**src/rtl/cmdfe_pkg.sv**
```systemverilog
package cmdfe_pkg;
  localparam int OP_W      = 4;
  localparam int NUM_UNITS = 4;

  localparam logic [OP_W-1:0] OP_NOP     = 4'd0;
  localparam logic [OP_W-1:0] OP_DRAW2D  = 4'd1;
  localparam logic [OP_W-1:0] OP_DRAW3D  = 4'd2;
  localparam logic [OP_W-1:0] OP_COMPUTE = 4'd3;
  localparam logic [OP_W-1:0] OP_SYNC    = 4'd4;
  localparam logic [OP_W-1:0] OP_JUMP    = 4'd8;
  localparam logic [OP_W-1:0] OP_CALL    = 4'd9;
  localparam logic [OP_W-1:0] OP_RET     = 4'd10;
  localparam logic [OP_W-1:0] OP_HALT    = 4'd15;

  typedef struct packed {
    logic pop;        // retire the head word
    logic redirect;   // flush and restart fetch at target
    logic stop;       // flush and stop fetching
    logic pushRet;    // save return point
    logic popRet;     // drop top of return stack
    logic clearStack; // empty the return stack
  } ctrl_strobe_t;
endpackage

```
**src/rtl/cmdfe_datapath.sv**
```systemverilog
module cmdfe_datapath
  import cmdfe_pkg::*;
#(
  parameter int ADDR_W      = 16,
  parameter int DATA_W      = 32,
  parameter int FIFO_DEPTH  = 8,
  parameter int STACK_DEPTH = 4
) (
  input  logic              clk,
  input  logic              rstN,
  input  ctrl_strobe_t      strobe,
  input  logic [ADDR_W:0]   tgtAddr,
  output logic              memReqValid,
  input  logic              memReqReady,
  output logic [ADDR_W-1:0] memReqAddr,
  output logic              memReqSys,
  input  logic              memRspValid,
  input  logic [DATA_W-1:0] memRspData,
  output logic              headValid,
  output logic [DATA_W-1:0] headData,
  output logic              stackFull,
  output logic              stackEmpty,
  output logic [ADDR_W:0]   stackTop
);
  localparam int PTR_W    = (FIFO_DEPTH > 1) ? $clog2(FIFO_DEPTH) : 1;
  localparam int CNT_W    = $clog2(FIFO_DEPTH + 1);
  localparam int PEND_MAX = 2 * FIFO_DEPTH;
  localparam int PEND_W   = $clog2(PEND_MAX + 1);
  localparam int SP_W     = $clog2(STACK_DEPTH + 1);
  localparam int SIDX_W   = (STACK_DEPTH > 1) ? $clog2(STACK_DEPTH) : 1;

  logic [DATA_W-1:0] fifoData [FIFO_DEPTH];
  logic [ADDR_W:0]   fifoAddr [FIFO_DEPTH];
  logic [PTR_W-1:0]  rdPtr, wrPtr;
  logic [CNT_W-1:0]  fifoCnt;
  logic              fetchOn;
  logic [ADDR_W:0]   fetchPtr, rspPtr;
  logic [PEND_W-1:0] pendCnt, dropCnt, pendNext, liveCnt;
  logic [PEND_W:0]   occ;
  logic              reqFire, wrEn, popEn, flush;
  logic [ADDR_W:0]   stackMem [STACK_DEPTH];
  logic [SP_W-1:0]   sp;
  logic [ADDR_W:0]   headAddr, retAddr;

  function automatic logic [PTR_W-1:0] nextPtr(input logic [PTR_W-1:0] p);
    return (p == PTR_W'(FIFO_DEPTH - 1)) ? '0 : p + 1'b1;
  endfunction

  // ---------------- fetch credit ----------------
  assign liveCnt     = pendCnt - dropCnt;
  assign occ         = (PEND_W+1)'(fifoCnt) + (PEND_W+1)'(liveCnt);
  assign memReqValid = fetchOn && (occ < (PEND_W+1)'(FIFO_DEPTH))
                       && (pendCnt < PEND_W'(PEND_MAX));
  assign memReqAddr  = fetchPtr[ADDR_W-1:0];
  assign memReqSys   = fetchPtr[ADDR_W];
  assign reqFire     = memReqValid && memReqReady;
  assign flush       = strobe.redirect || strobe.stop;
  assign wrEn        = memRspValid && (dropCnt == '0) && !flush;
  assign popEn       = strobe.pop && headValid && !flush;
  assign pendNext    = pendCnt + PEND_W'(reqFire) - PEND_W'(memRspValid);

  always_ff @(posedge clk) begin
    if (!rstN) begin
      fetchOn  <= 1'b0;
      fetchPtr <= '0;
      rspPtr   <= '0;
      pendCnt  <= '0;
      dropCnt  <= '0;
    end else begin
      pendCnt <= pendNext;
      if (flush)
        dropCnt <= pendNext;             // everything in flight is stale
      else if (memRspValid && dropCnt != '0)
        dropCnt <= dropCnt - 1'b1;
      if (strobe.redirect) begin
        fetchOn  <= 1'b1;
        fetchPtr <= tgtAddr;
        rspPtr   <= tgtAddr;
      end else begin
        if (strobe.stop) fetchOn <= 1'b0;
        if (reqFire)
          fetchPtr <= {fetchPtr[ADDR_W], fetchPtr[ADDR_W-1:0] + 1'b1};
        if (wrEn)
          rspPtr <= {rspPtr[ADDR_W], rspPtr[ADDR_W-1:0] + 1'b1};
      end
    end
  end

  // ---------------- prefetch queue ----------------
  always_ff @(posedge clk) begin
    if (!rstN || flush) begin
      rdPtr   <= '0;
      wrPtr   <= '0;
      fifoCnt <= '0;
    end else begin
      if (wrEn) wrPtr <= nextPtr(wrPtr);
      if (popEn) rdPtr <= nextPtr(rdPtr);
      fifoCnt <= fifoCnt + CNT_W'(wrEn) - CNT_W'(popEn);
    end
  end

  always_ff @(posedge clk) begin
    if (wrEn) begin
      fifoData[wrPtr] <= memRspData;
      fifoAddr[wrPtr] <= rspPtr;
    end
  end

  assign headValid = (fifoCnt != '0);
  assign headData  = fifoData[rdPtr];
  assign headAddr  = fifoAddr[rdPtr];
  assign retAddr   = {headAddr[ADDR_W], headAddr[ADDR_W-1:0] + 1'b1};

  // ---------------- return stack ----------------
  assign stackFull  = (sp == SP_W'(STACK_DEPTH));
  assign stackEmpty = (sp == '0);
  assign stackTop   = stackMem[SIDX_W'(sp - 1'b1)];

  always_ff @(posedge clk) begin
    if (!rstN || strobe.clearStack) begin
      sp <= '0;
    end else if (strobe.pushRet && !stackFull) begin
      stackMem[SIDX_W'(sp)] <= retAddr;
      sp <= sp + 1'b1;
    end else if (strobe.popRet && !stackEmpty) begin
      sp <= sp - 1'b1;
    end
  end

  AST_NO_OVERFLOW: assert property (@(posedge clk) disable iff (!rstN)
    occ <= (PEND_W+1)'(FIFO_DEPTH));
  AST_FLUSH_EMPTIES: assert property (@(posedge clk) disable iff (!rstN)
    strobe.redirect |=> !headValid);
  AST_HALT_QUIET: assert property (@(posedge clk) disable iff (!rstN)
    (strobe.stop && !strobe.redirect) |=> !memReqValid);
endmodule

```
**src/rtl/cmdfe_control.sv**
```systemverilog
module cmdfe_control
  import cmdfe_pkg::*;
#(
  parameter int ADDR_W = 16,
  parameter int DATA_W = 32
) (
  input  logic                 clk,
  input  logic                 rstN,
  input  logic                 start,
  input  logic [ADDR_W-1:0]    startAddr,
  input  logic                 startSys,
  input  logic                 headValid,
  input  logic [DATA_W-1:0]    headData,
  input  logic                 stackFull,
  input  logic                 stackEmpty,
  input  logic [ADDR_W:0]      stackTop,
  input  logic [NUM_UNITS-1:0] unitReady,
  output ctrl_strobe_t         strobe,
  output logic [ADDR_W:0]      tgtAddr,
  output logic [NUM_UNITS-1:0] unitValid,
  output logic [DATA_W-1:0]    unitCmd,
  output logic                 stackErr
);
  localparam int UIDX_W = $clog2(NUM_UNITS);

  logic [OP_W-1:0]   op;
  logic [UIDX_W-1:0] unitIdx;
  logic              errSet;
  logic              stallNow;

  assign op      = headData[DATA_W-1 -: OP_W];
  assign unitIdx = UIDX_W'(op - 1'b1);   // 1..4 -> 0..3
  assign unitCmd = headData;

  always_comb begin
    strobe    = '0;
    tgtAddr   = '0;
    unitValid = '0;
    errSet    = 1'b0;
    if (start) begin
      strobe.redirect   = 1'b1;
      strobe.clearStack = 1'b1;
      tgtAddr           = {startSys, startAddr};
    end else if (headValid) begin
      case (op)
        OP_DRAW2D, OP_DRAW3D, OP_COMPUTE, OP_SYNC: begin
          unitValid  = NUM_UNITS'(1) << unitIdx;
          strobe.pop = unitReady[unitIdx];
        end
        OP_JUMP: begin
          strobe.redirect = 1'b1;
          tgtAddr         = headData[ADDR_W:0];
        end
        OP_CALL: begin
          strobe.redirect = 1'b1;
          strobe.pushRet  = 1'b1;
          tgtAddr         = headData[ADDR_W:0];
          errSet          = stackFull;
        end
        OP_RET: begin
          if (stackEmpty) begin
            errSet     = 1'b1;
            strobe.pop = 1'b1;
          end else begin
            strobe.redirect = 1'b1;
            strobe.popRet   = 1'b1;
            tgtAddr         = stackTop;
          end
        end
        OP_HALT: strobe.stop = 1'b1;
        default: strobe.pop  = 1'b1;     // no-op and reserved codes
      endcase
    end
  end

  always_ff @(posedge clk) begin
    if (!rstN || start) stackErr <= 1'b0;
    else if (errSet)    stackErr <= 1'b1;
  end

  assign stallNow = (|unitValid) && !(|(unitValid & unitReady)) && !start;

  AST_ONE_PORT: assert property (@(posedge clk) disable iff (!rstN)
    $onehot0(unitValid));
  AST_STALL_HOLD: assert property (@(posedge clk) disable iff (!rstN)
    (!start && $past(stallNow)) |-> (unitValid == $past(unitValid)
                                     && unitCmd == $past(unitCmd)));
  AST_ERR_STICKY: assert property (@(posedge clk) disable iff (!rstN)
    (stackErr && !start) |=> stackErr);
endmodule

```
**src/rtl/cmd_front_end.sv**
```systemverilog
module cmd_front_end
  import cmdfe_pkg::*;
#(
  parameter int ADDR_W      = 16,
  parameter int DATA_W      = 32,
  parameter int FIFO_DEPTH  = 8,
  parameter int STACK_DEPTH = 4
) (
  input  logic                 clk,
  input  logic                 rstN,
  input  logic                 start,
  input  logic [ADDR_W-1:0]    startAddr,
  input  logic                 startSys,
  output logic                 memReqValid,
  input  logic                 memReqReady,
  output logic [ADDR_W-1:0]    memReqAddr,
  output logic                 memReqSys,
  input  logic                 memRspValid,
  input  logic [DATA_W-1:0]    memRspData,
  output logic [NUM_UNITS-1:0] unitValid,
  input  logic [NUM_UNITS-1:0] unitReady,
  output logic [DATA_W-1:0]    unitCmd,
  output logic                 stackErr
);
  ctrl_strobe_t      strobe;
  logic [ADDR_W:0]   tgtAddr, stackTop;
  logic              headValid, stackFull, stackEmpty;
  logic [DATA_W-1:0] headData;

  cmdfe_datapath #(
    .ADDR_W(ADDR_W), .DATA_W(DATA_W),
    .FIFO_DEPTH(FIFO_DEPTH), .STACK_DEPTH(STACK_DEPTH)
  ) i_datapath (
    .clk(clk), .rstN(rstN), .strobe(strobe), .tgtAddr(tgtAddr),
    .memReqValid(memReqValid), .memReqReady(memReqReady),
    .memReqAddr(memReqAddr), .memReqSys(memReqSys),
    .memRspValid(memRspValid), .memRspData(memRspData),
    .headValid(headValid), .headData(headData),
    .stackFull(stackFull), .stackEmpty(stackEmpty), .stackTop(stackTop)
  );

  cmdfe_control #(.ADDR_W(ADDR_W), .DATA_W(DATA_W)) i_control (
    .clk(clk), .rstN(rstN), .start(start),
    .startAddr(startAddr), .startSys(startSys),
    .headValid(headValid), .headData(headData),
    .stackFull(stackFull), .stackEmpty(stackEmpty), .stackTop(stackTop),
    .unitReady(unitReady), .strobe(strobe), .tgtAddr(tgtAddr),
    .unitValid(unitValid), .unitCmd(unitCmd), .stackErr(stackErr)
  );
endmodule

```
**config.mk**
```make
export PLATFORM = sky130hd
export DESIGN_NAME = cmd_front_end
export DESIGN_NICKNAME = d
export VERILOG_FILES = /design/src/rtl/cmdfe_pkg.sv /design/src/rtl/cmdfe_datapath.sv /design/src/rtl/cmdfe_control.sv /design/src/rtl/cmd_front_end.sv
export SDC_FILE = /design/constraint.sdc
export NUM_CORES = 1
export LEC_CHECK = 0
export ABC_AREA = 1
export BUFFER_PORTS_ARGS = -buffer_cell sky130_fd_sc_hd__buf_4
export CAP_MARGIN = 20
export CORE_ASPECT_RATIO = 1.2
export CORE_MARGIN = 3
export CORE_UTILIZATION = 45
export CTS_BUF_LIST = sky130_fd_sc_hd__clkbuf_8
export CTS_CLUSTER_DIAMETER = 150
export DETAILED_ROUTE_END_ITERATION = 7
export SYNTH_ARGS = -nofsm -noshare
export SYNTH_HDL_FRONTEND = slang
export SYNTH_HIERARCHICAL = 1
export SYNTH_SLANG_ARGS = --single-unit
```
**constraint.sdc**
```tcl
create_clock -name clk -period 13.1 [get_ports clk]
set_clock_uncertainty 0.05 [all_clocks]
set_input_delay 0.655 -clock clk [delete_from_list [all_inputs] [get_ports clk]]
set_output_delay 0.655 -clock clk [all_outputs]
set_load 0.1 [all_outputs]
```
# Yosys cells after proc, flatten, opt, wreduce, memory -nomap -nowiden
# Memories as Yosys holds them, arrays and structs flattened. A register that Yosys moved wholly into a read port is not among the register bits.
# Cells that the tools add are included.
[classes] reduce_logical=30 add_sub_neg=15 muxes=45 n_lt_le_gt_ge=3 n_shift=1 n_eq_ne=11
[op_table] operator="two-way mux 17 bit" count=5
[op_table] operator="adder 16 x 1 -> 16 bit, second input constant" count=3
[op_table] operator="case mux 17 bit (2 select lines)" count=1
[op_table] operator="two-way mux 16 bit" count=2
[op_table] operator="two-way mux 3 bit" count=9
[op_table] operator="two-way mux 1 bit" count=18
[op_table] operator="== test 4 bit, second input constant" count=4
[op_table] operator="two-way mux 5 bit" count=3
[op_table] operator="two-way mux 4 bit" count=3
[op_table] operator="logical AND 1 bit" count=10
[op_table] operator="nonzero test 2 bit" count=5
[op_table] operator="adder 3 x 1 -> 3 bit, second input constant" count=3
[op_table] operator="== test 3 bit, second input constant" count=3
[op_table] operator="== test 4 x 2 -> 1 bit, second input constant" count=2
[op_table] operator="adder 4 x 5 -> 6 bit" count=1
[op_table] operator="< comparator 6 x 4 -> 1 bit, second input constant" count=1
[op_table] operator="adder 5 x 1 -> 5 bit" count=1
[op_table] operator="logical NOT 5 bit" count=1
[op_table] operator="< comparator 5 bit, second input constant" count=1
[op_table] operator="nonzero test 5 bit" count=1
[op_table] operator="subtractor 5 x 1 -> 5 bit" count=1
[op_table] operator="subtractor 5 x 1 -> 5 bit, second input constant" count=1
[op_table] operator="subtractor 5 bit" count=1
[op_table] operator="adder 4 x 1 -> 4 bit" count=1
[op_table] operator="other kinds (17)" count=24
[totals] out_inout_bits=55 mem_bits_rw=460 memories=3 register_bits=59 elab_cells=120 inputBits=58
[memory_table] name="i_datapath.fifoData" words=8 width=32 read_ports=1 rd_ports_with_merged_regs=1 wr=1 line_no="cmdfe_datapath.sv:32" text="logic [DATA_W-1:0] fifoData [FIFO_DEPTH];"
[memory_table] name="i_datapath.fifoAddr" words=8 width=17 read_ports=1 rd_ports_with_merged_regs=1 wr=1 line_no="cmdfe_datapath.sv:33" text="logic [ADDR_W:0] fifoAddr [FIFO_DEPTH];"
[memory_table] name="i_datapath.stackMem" words=4 width=17 read_ports=1 rd_ports_with_merged_regs=0 wr=1 line_no="cmdfe_datapath.sv:41" text="logic [ADDR_W:0] stackMem [STACK_DEPTH];"

# Longest topological paths before layout
# Gate-level depths: netlist (run 1).
[depth] depth_word=11 mapped_depth=30 depth_no_buf=24

# Modules after synthesis
# Netlist (run 1), hierarchy kept.
[modules_own_cells] module="cmdfe_datapath" cells_each=2096 area_per_inst_um2=22450.3 instances=1 seq_area_each_um2=15014.4
[modules_own_cells] module="cmdfe_control" cells_each=212 area_per_inst_um2=1086.0 instances=1 seq_area_each_um2=20.0

# Worst setup path before layout (run 1)
# Ideal clock, no wire load.
[synth_timing] path_type="flip-flop to flip-flop" start="register (tool-made name)" end="memory i_datapath/fifoAddr[7][0] (netlist name), enable pin" path_stages_with_launch=23 setup_ns=0.516 required_time_ns=12.534 arrival_ns=6.760 period_less_slack_ns=7.326 slack_ns=5.774 n_path_buf=6 cell_sequence="dfxtp_1 > buf_2 > inv_2 > buf_4 > clkbuf_1 > buf_2 > nor2_1 > a31oi_1 > inv_1 > ha_1 > inv_1 > nand2_1 > nand2_2 > inv_2 > buf_4 > o21ai_0 > nand2_1 > buf_2 > nor2_4 > nand3_2 > nor2_1 > inv_1 > nor3_1"
[synth_rtl] item="to (decl)" line_no="cmdfe_datapath.sv:33"

==> run summary, run 1 <==
run status -> complete, no violations
total of max-cap violations -> 0
most frequent cells in the layout -> 499 x sky130_fd_sc_hd__nand2_1, 460 x sky130_fd_sc_hd__edfxtp_1, 336 x sky130_fd_sc_hd__nor2_1, 217 x sky130_fd_sc_hd__inv_1, 201 x sky130_fd_sc_hd__o21ai_0
Clk Tree Root Cell -> sky130_fd_sc_hd__clkbuf_8
Max Freq -> 155 MHz
clock tree from TritonCTS -> built
placeable core region -> 51,600 µm²
number of sinks driven by the clock tree -> 521
floorplan die area -> 55,100 µm²
synth top area cells -> sky130_fd_sc_hd__edfxtp_1 59%, sky130_fd_sc_hd__nand2_1 8.0%, sky130_fd_sc_hd__nor2_1 5.4%
cell-by-cell trace of the critical path -> inv_2, buf_4, o21ai_0, o22ai_1, nor2_1, a31oi_1, nor2_4, nand2_2, inv_2, o21ai_0, nand2_1, nor2_4, nand3_2, inv_1, nand2_1, nor2_4, buf_4
placement-stage cell area -> 24,600 µm²
final count of pins violating max slew -> 0
Pre-antenna DRT Iters -> 5
Area growth, synth to finish -> 11.2%
Period minus WS final -> 6.43 ns
worst path arrival time -> 6.68 ns
area share of the largest cell type after synthesis -> 0.587
fraction of layout instances using a drive strength above 1 -> 0.116
maximum clock path buffer count -> 3
hold buffer count at CTS -> 0
Boundary Pins -> 113
Setup-failing EPs final -> 0
static leakage -> 10.2 nW
Post-Syn Nets -> 2,406
layout filler cell count -> 4,641
Die Width -> 215 µm
setup fix buffers added after clock tree synthesis -> 0
GP Congestion -> 0.828
number of enable-type register cells in the synthesized netlist -> 460
unrepaired setup endpoints after global routing -> no
H-tree levels -> 3
type of the setup path with the least slack -> reg -> reg
overflow left after global routing -> 0
placed insts -> 2,997
total of cells resized after clock tree synthesis -> 0
die extent in y -> 257 µm
depth of the most critical reg-to-reg path -> 17
DRC violation total after the first TritonRoute iteration -> 1,404
number of rows in the core area -> 91
warning count from the yosys run -> 6
Setup crit end kind -> flop
aggregate negative setup slack -> 0 ns
average wire length per cell after detail routing -> 19.6 µm
share of the yosys chip area belonging to registers -> 0.639
worst-margin pin slew -> 1.07 ns
worst min-delay path startpoint -> memRspData[9]
worst hold path stage count -> 1
Unique masters post-synth -> 41
final std cells w/o fill -> 3,149
number of global-route vias before repair -> 15,900
Avg Cell Area, Syn -> 10.2 µm²
final wirelength -> 61,600 µm
Critical Path Most Common Cell -> sky130_fd_sc_hd__nor2_4
HP Class -> in -> reg
Post-Syn Area -> 23,500 µm²
antenna violations before repair -> 2
total routing usage reported by global routing -> 0.219
largest net degree at the start of global routing -> 99
endpoints failing hold -> 0
clock latency on the worst-skew pair -> 0.67 ns
reg-to-reg slack, setup -> 6.67 ns
Largest stage delay, worst path -> 0.73 ns
worst vdd rail ir drop -> 0.0000869 V
maximum fanout along the worst path -> 67
cell type of the slowest stage on the worst timing path -> sky130_fd_sc_hd__buf_4
proportion of register bits with asynchronous set or reset after synthesis -> 0
leading cell type in the layout, fill and taps excluded -> sky130_fd_sc_hd__nand2_1
power per cell area -> 138 nW/µm²
clock transition at the register clock pins on the worst setup and hold paths after CTS -> 0.06 ns
crit path launch type -> flop
Initial Utilization -> 0.456
number of vias in the routed layout -> 16,700
Tcrit/Tclk final -> 0.491
slew margin rel. -> 0.284
HPWL after detailed placement -> 38,300 µm
remaining number of nets flagged by the antenna check after routing -> 0
CP required -> 13.35 ns
wire length of the first global-routing pass -> 93,400 µm
prevailing post-synth register cell -> sky130_fd_sc_hd__edfxtp_1
IO buf count -> 112
most area-hungry cell type in the Yosys netlist -> sky130_fd_sc_hd__edfxtp_1
Post-Syn Instances -> 2,308
Hold Crit Endpoint -> i_datapath/fifoData[1][9]$_DFFE_PP_
Final #Nets -> 2,486
final routed DRC violation total -> 0
via density per instance -> 5.32
Critical R2R Capture -> i_datapath/fifoData[4][26]$_DFFE_PP_
synthesis-stage register bit count -> 521
cts bufs inserted -> 84
post-route cell area -> 26,200 µm²
[worst max-delay path: cells and delay by family, from the launching register on]
kind | cells | cell delay [ns]
AOI/OAI and AO/OA | 4 | 0.97
buffers and inverters | 5 | 2.21
DFF | 1 | 0.51
and+or+nand+nor | 8 | 2.16
[power by group]
part | leakage, nW | internal [mW] | switching, mW
logic | 4.60 | 0.122 | 0.305
registers | 4.69 | 1.86 | 0.0410
clock network | 0.885 | 0.661 | 0.639
[state kept, by name (all words and copies together), names as in the netlist, named ones only]
name and count:
i_datapath/fetchPtr 17, i_control/stackErr 1, i_datapath/dropCnt 5, i_datapath/fifoAddr 136
i_datapath/stackMem 68, i_datapath/fifoCnt 4, i_datapath/rspPtr 16, i_datapath/fifoData 256
i_datapath/sp 3, i_datapath/wrPtr 3, i_datapath/fetchOn 1, i_datapath/rdPtr 3
i_datapath/pendCnt 5
[metrics by stage]
step | setup slack (ns) | utilization | hold slack [ns] | power, mW
6_report | 6.67 | 0.507 | 0.168 | 3.62
5_1_grt | 6.10 | 0.507 | 0.136 | 3.78
4_1_cts | 6.16 | 0.507 | 0.110 | 3.66
3_5_place_dp | 6.18 | 0.477 | 0.410 | 2.36
3_3_place_gp | 6.32 | 0.477 | 0.399 | 2.35
2_1_floorplan | 5.77 | - | 0.390 | 2.23
[area by class of cell]
cell class | count | area (µm²) | area share
sequential | 521 | 15000 | 0.575
inverter | 196 | 738 | 0.0282
clock inverter | 65 | 372 | 0.0142
antenna | 1 | 2.50 | 0.0000956
clock buffer | 84 | 1160 | 0.0442
timing repair buffer | 133 | 1010 | 0.0384
multi-input combinational | 1452 | 6990 | 0.267
tap | 697 | 872 | 0.0333
[cells by family after synthesis]
group                    Yosys count  synth area share
AO/OA/AOI/OAI                    346            0.0799
XOR/XNOR                          33            0.0123
adder cells (fa/ha/maj)           40            0.0222
buffers and inverters            335            0.0666
flip-flops                       521             0.639
AND/OR/NAND/NOR                 1033             0.180
[worst max-delay path by stage]
stage                     cells after the start  slack [ns]  start                                   end
after floorplan                              22        5.77   flop   i_datapath/fifoAddr[7][0]$_DFFE_PP_
after global placement                       17        6.32   flop  i_datapath/fifoData[7][21]$_DFFE_PP_
after detailed placement                     17        6.18   flop  i_datapath/fifoData[7][27]$_DFFE_PP_
after CTS                                    17        6.16   flop   i_datapath/fifoData[6][7]$_DFFE_PP_
after global routing                         17        6.10   flop   i_datapath/fifoData[4][4]$_DFFE_PP_
final                                        17        6.67   flop  i_datapath/fifoData[4][26]$_DFFE_PP_
[synthesized netlist by cell type (2+ instances only)]
| cell | number |
|---|---|
| sky130_fd_sc_hd__a21oi_1 | 41 |
| sky130_fd_sc_hd__dfxtp_1 | 61 |
| sky130_fd_sc_hd__nand3_2 | 6 |
| sky130_fd_sc_hd__xor2_1 | 26 |
| sky130_fd_sc_hd__nand2_2 | 12 |
| sky130_fd_sc_hd__nor2_2 | 6 |
| sky130_fd_sc_hd__a31oi_1 | 44 |
| sky130_fd_sc_hd__nand4_1 | 10 |
| sky130_fd_sc_hd__nand2_1 | 499 |
| sky130_fd_sc_hd__inv_2 | 5 |
| sky130_fd_sc_hd__buf_6 | 11 |
| sky130_fd_sc_hd__nor2_4 | 5 |
| sky130_fd_sc_hd__buf_4 | 45 |
| sky130_fd_sc_hd__clkbuf_1 | 34 |
| sky130_fd_sc_hd__inv_1 | 189 |
| sky130_fd_sc_hd__buf_1 | 12 |
| sky130_fd_sc_hd__nand3_1 | 129 |
| sky130_fd_sc_hd__a211oi_1 | 3 |
| sky130_fd_sc_hd__buf_2 | 36 |
| sky130_fd_sc_hd__nor2_1 | 341 |
| sky130_fd_sc_hd__o22ai_1 | 50 |
| sky130_fd_sc_hd__nor3_1 | 20 |
| sky130_fd_sc_hd__fa_1 | 3 |
| sky130_fd_sc_hd__edfxtp_1 | 460 |
| sky130_fd_sc_hd__o21ai_1 | 2 |
| sky130_fd_sc_hd__xnor2_1 | 7 |
| sky130_fd_sc_hd__o21ai_0 | 201 |
| sky130_fd_sc_hd__ha_1 | 37 |
[routing by layer]
metal / track usage / routed length, µm / vias up
met5: 0 / 0 / -
met4: 0.0880 / 1770 / 0
met3: 0.0344 / 4020 / 104
met2: 0.359 / 29500 / 546
met1: 0.295 / 26300 / 8129
li1: - / - / 7963
Note: power is estimated with default switching activity, not from simulation.
==> run 2: changes to the inputs <==
clock period = 5.5 ns   (was 13.1 ns; I/O delays follow)
==> run summary, run 2 (synthesized netlist as in run 1, its figures left out) <==
run status -> complete, no violations
footprint of the flip-flops and latches -> 15,000 µm²
cts bufs inserted -> 79
floorplan die area -> 55,100 µm²
sum of internal, switching and leakage power -> 8.46 mW
HPWL after detailed placement -> 39,100 µm
number of global-route vias before repair -> 16,400
maximum clock path buffer count -> 3
total routing usage reported by global routing -> 0.222
worst-margin pin slew -> 0.989 ns
final count of pins violating max slew -> 0
Clk Tree Root Cell -> sky130_fd_sc_hd__clkbuf_8
Setup-failing EPs final -> 0
number of sinks driven by the clock tree -> 521
Initial Utilization -> 0.456
Final #Nets -> 2,529
DR top layer -> met4
GP Congestion -> 0.882
maximum fanout along the worst path -> 46
flip-flop count of the largest register, all copies and words added -> 256
unrepaired setup endpoints after global routing -> no
DRC violation total after the first TritonRoute iteration -> 1,260
IO buf count -> 112
most frequent cells in the layout -> 499 x sky130_fd_sc_hd__nand2_1, 460 x sky130_fd_sc_hd__edfxtp_1, 339 x sky130_fd_sc_hd__nor2_1, 220 x sky130_fd_sc_hd__inv_1, 201 x sky130_fd_sc_hd__o21ai_0
Setup crit end kind -> flop
length of routed met2 wiring -> 29,900 µm
crit path setup slack, layout -> 0.367 ns
Die Width -> 215 µm
fraction of the core area covered by cells at the end of the flow -> 0.516
area taken by multi-input logic gates -> 7020 µm²
Setup Slack @ Placement -> 0.355 ns
remaining number of nets flagged by the antenna check after routing -> 0
largest registers -> i_datapath/fifoData: 256 flops, i_datapath/fifoAddr: 136 flops, i_datapath/stackMem: 68 flops
top register by number of flip-flops -> i_datapath/fifoData
Tcrit/Tclk final -> 0.933
layout filler cell count -> 4,576
Area growth, synth to finish -> 13.1%
CP required -> 5.79 ns
worst path arrival time -> 5.42 ns
number of vias in the routed layout -> 16,800
clock latency on the worst-skew pair -> 0.69 ns
sum of routed wire segments on met1 -> 26,400 µm
placeable core region -> 51,600 µm²
Critical Path Sink -> i_datapath/fifoData[0][13]$_DFFE_PP_
static leakage -> 10.4 nW
largest net degree at the start of global routing -> 91
H-tree levels -> 3
Max Freq -> 195 MHz
clock transition at the register clock pins on the worst setup and hold paths after CTS -> 0.06 ns
worst hold margin -> 0.0625 ns
setup fix buffers added after clock tree synthesis -> 0
worst vdd rail ir drop -> 0.000211 V
reg-to-reg slack, setup -> 0.37 ns
total of max-cap violations -> 0
Critical R2R Capture -> i_datapath/fifoData[0][13]$_DFFE_PP_
cell type of the slowest stage on the worst timing path -> sky130_fd_sc_hd__a31oi_1
final routed DRC violation total -> 0
fraction of layout instances using a drive strength above 1 -> 0.114
final std cells w/o fill -> 3,188
clock tree from TritonCTS -> built
leading cell type in the layout, fill and taps excluded -> sky130_fd_sc_hd__nand2_1
wire length of the first global-routing pass -> 94,900 µm
die extent in y -> 257 µm
cell-by-cell trace of the critical path -> inv_4, nor2_1, o22ai_1, nor2_1, a31oi_1, inv_1, ha_1, nand2_4, nor2_8, o21ai_0, nand2_1, nor2_4, nand3_2, inv_1, nand2_1, nor3_4, buf_12
antenna violations before repair -> 0
HP Class -> in -> reg
placed insts -> 3,009
Pre-antenna DRT Iters -> 5
depth of the most critical reg-to-reg path -> 17
final wirelength -> 61,800 µm
number of inserted diodes -> 0
overflow left after global routing -> 0
crit path launch type -> flop
Period minus WS final -> 5.13 ns
Boundary Pins -> 113
WL met3 -> 3960 µm
type of the setup path with the least slack -> reg -> reg
power per cell area -> 318 nW/µm²
number of rows in the core area -> 91
endpoints failing hold -> 0
average wire length per cell after detail routing -> 19.4 µm
via density per instance -> 5.28
slew margin rel. -> 0.341
Largest stage delay, worst path -> 0.66 ns
run 2: cell types whose count changed in the layout (fill, tap and decap cells not counted), sizes merged:
cell / before / now
bufinv: 3 / 1
diode: 1 / 0
dlygate4sd3: 0 / 38
buf: 133 / 143
clkbuf: 84 / 79
clkinv: 29 / 26
inv: 228 / 231
clkinvlp: 1 / 0
run 2: report_power, final:
part	total, mW	leakage, nW	internal [mW]	switching, mW
clock network	2.90	0.838	1.40	1.50
registers	4.51	4.69	4.42	0.0933
logic	1.04	4.85	0.316	0.727
total	8.46	10.4	6.14	2.32
run 2: per-stage QoR:
stage               setup TNS, ns  instance area (µm²)
finish                          0                26600
global route                    0                26600
CTS                             0                26600
detailed placement              0                24800
global placement                0                24800
floorplan                  -51.61                23600
run 2: per-layer routing:
metal	vias to the layer above	global-route usage
met5	-	0
met4	0	0.0736
met3	92	0.0390
met2	507	0.377
met1	8177	0.291
li1	8051	-
run 2: area by class of cell:
class                      instances  area share
timing repair buffer             181      0.0580
clock buffer                      79      0.0408
tap                              697      0.0328
multi-input combinational       1452       0.264
inverter                         196      0.0278
sequential                       521       0.565
clock inverter                    62      0.0120
run 2: worst min-delay path by stage:
stage                                          startpoint                             endpoint  slack, ns  depth (start not counted)
after CTS                                    startAddr[6]    i_datapath/rspPtr[6]$_SDFFE_PN0P_      0.005                          5
final                                        startAddr[6]    i_datapath/rspPtr[6]$_SDFFE_PN0P_       0.06                          5
after global routing                         startAddr[4]    i_datapath/rspPtr[4]$_SDFFE_PN0P_       0.07                          5
after floorplan                             memRspData[0]  i_datapath/fifoData[0][0]$_DFFE_PP_       0.32                          0
after detailed placement  i_datapath/fetchOn$_SDFFE_PN0P_      i_datapath/fetchOn$_SDFFE_PN0P_       0.42                          2
after global placement    i_datapath/fetchOn$_SDFFE_PN0P_      i_datapath/fetchOn$_SDFFE_PN0P_       0.41                          2
run 2: what timing repair did:
action | 4_1_cts | 5_1_grt
setup endpoints to repair | 0 | 49
hold buffers | 38 | 0
hold endpoints to repair | 277 | 0
gates resized for setup | 0 | 1
run 2: critical path: cells and delay by family, from the launching register on:
kind,cells,cell delay [ns]
AND/OR/NAND/NOR,9,1.78
adder cells (fa/ha/maj),1,0.32
buffers and inverters,4,1.10
flip-flops,1,0.42
AO/OA/AOI/OAI,3,1.06
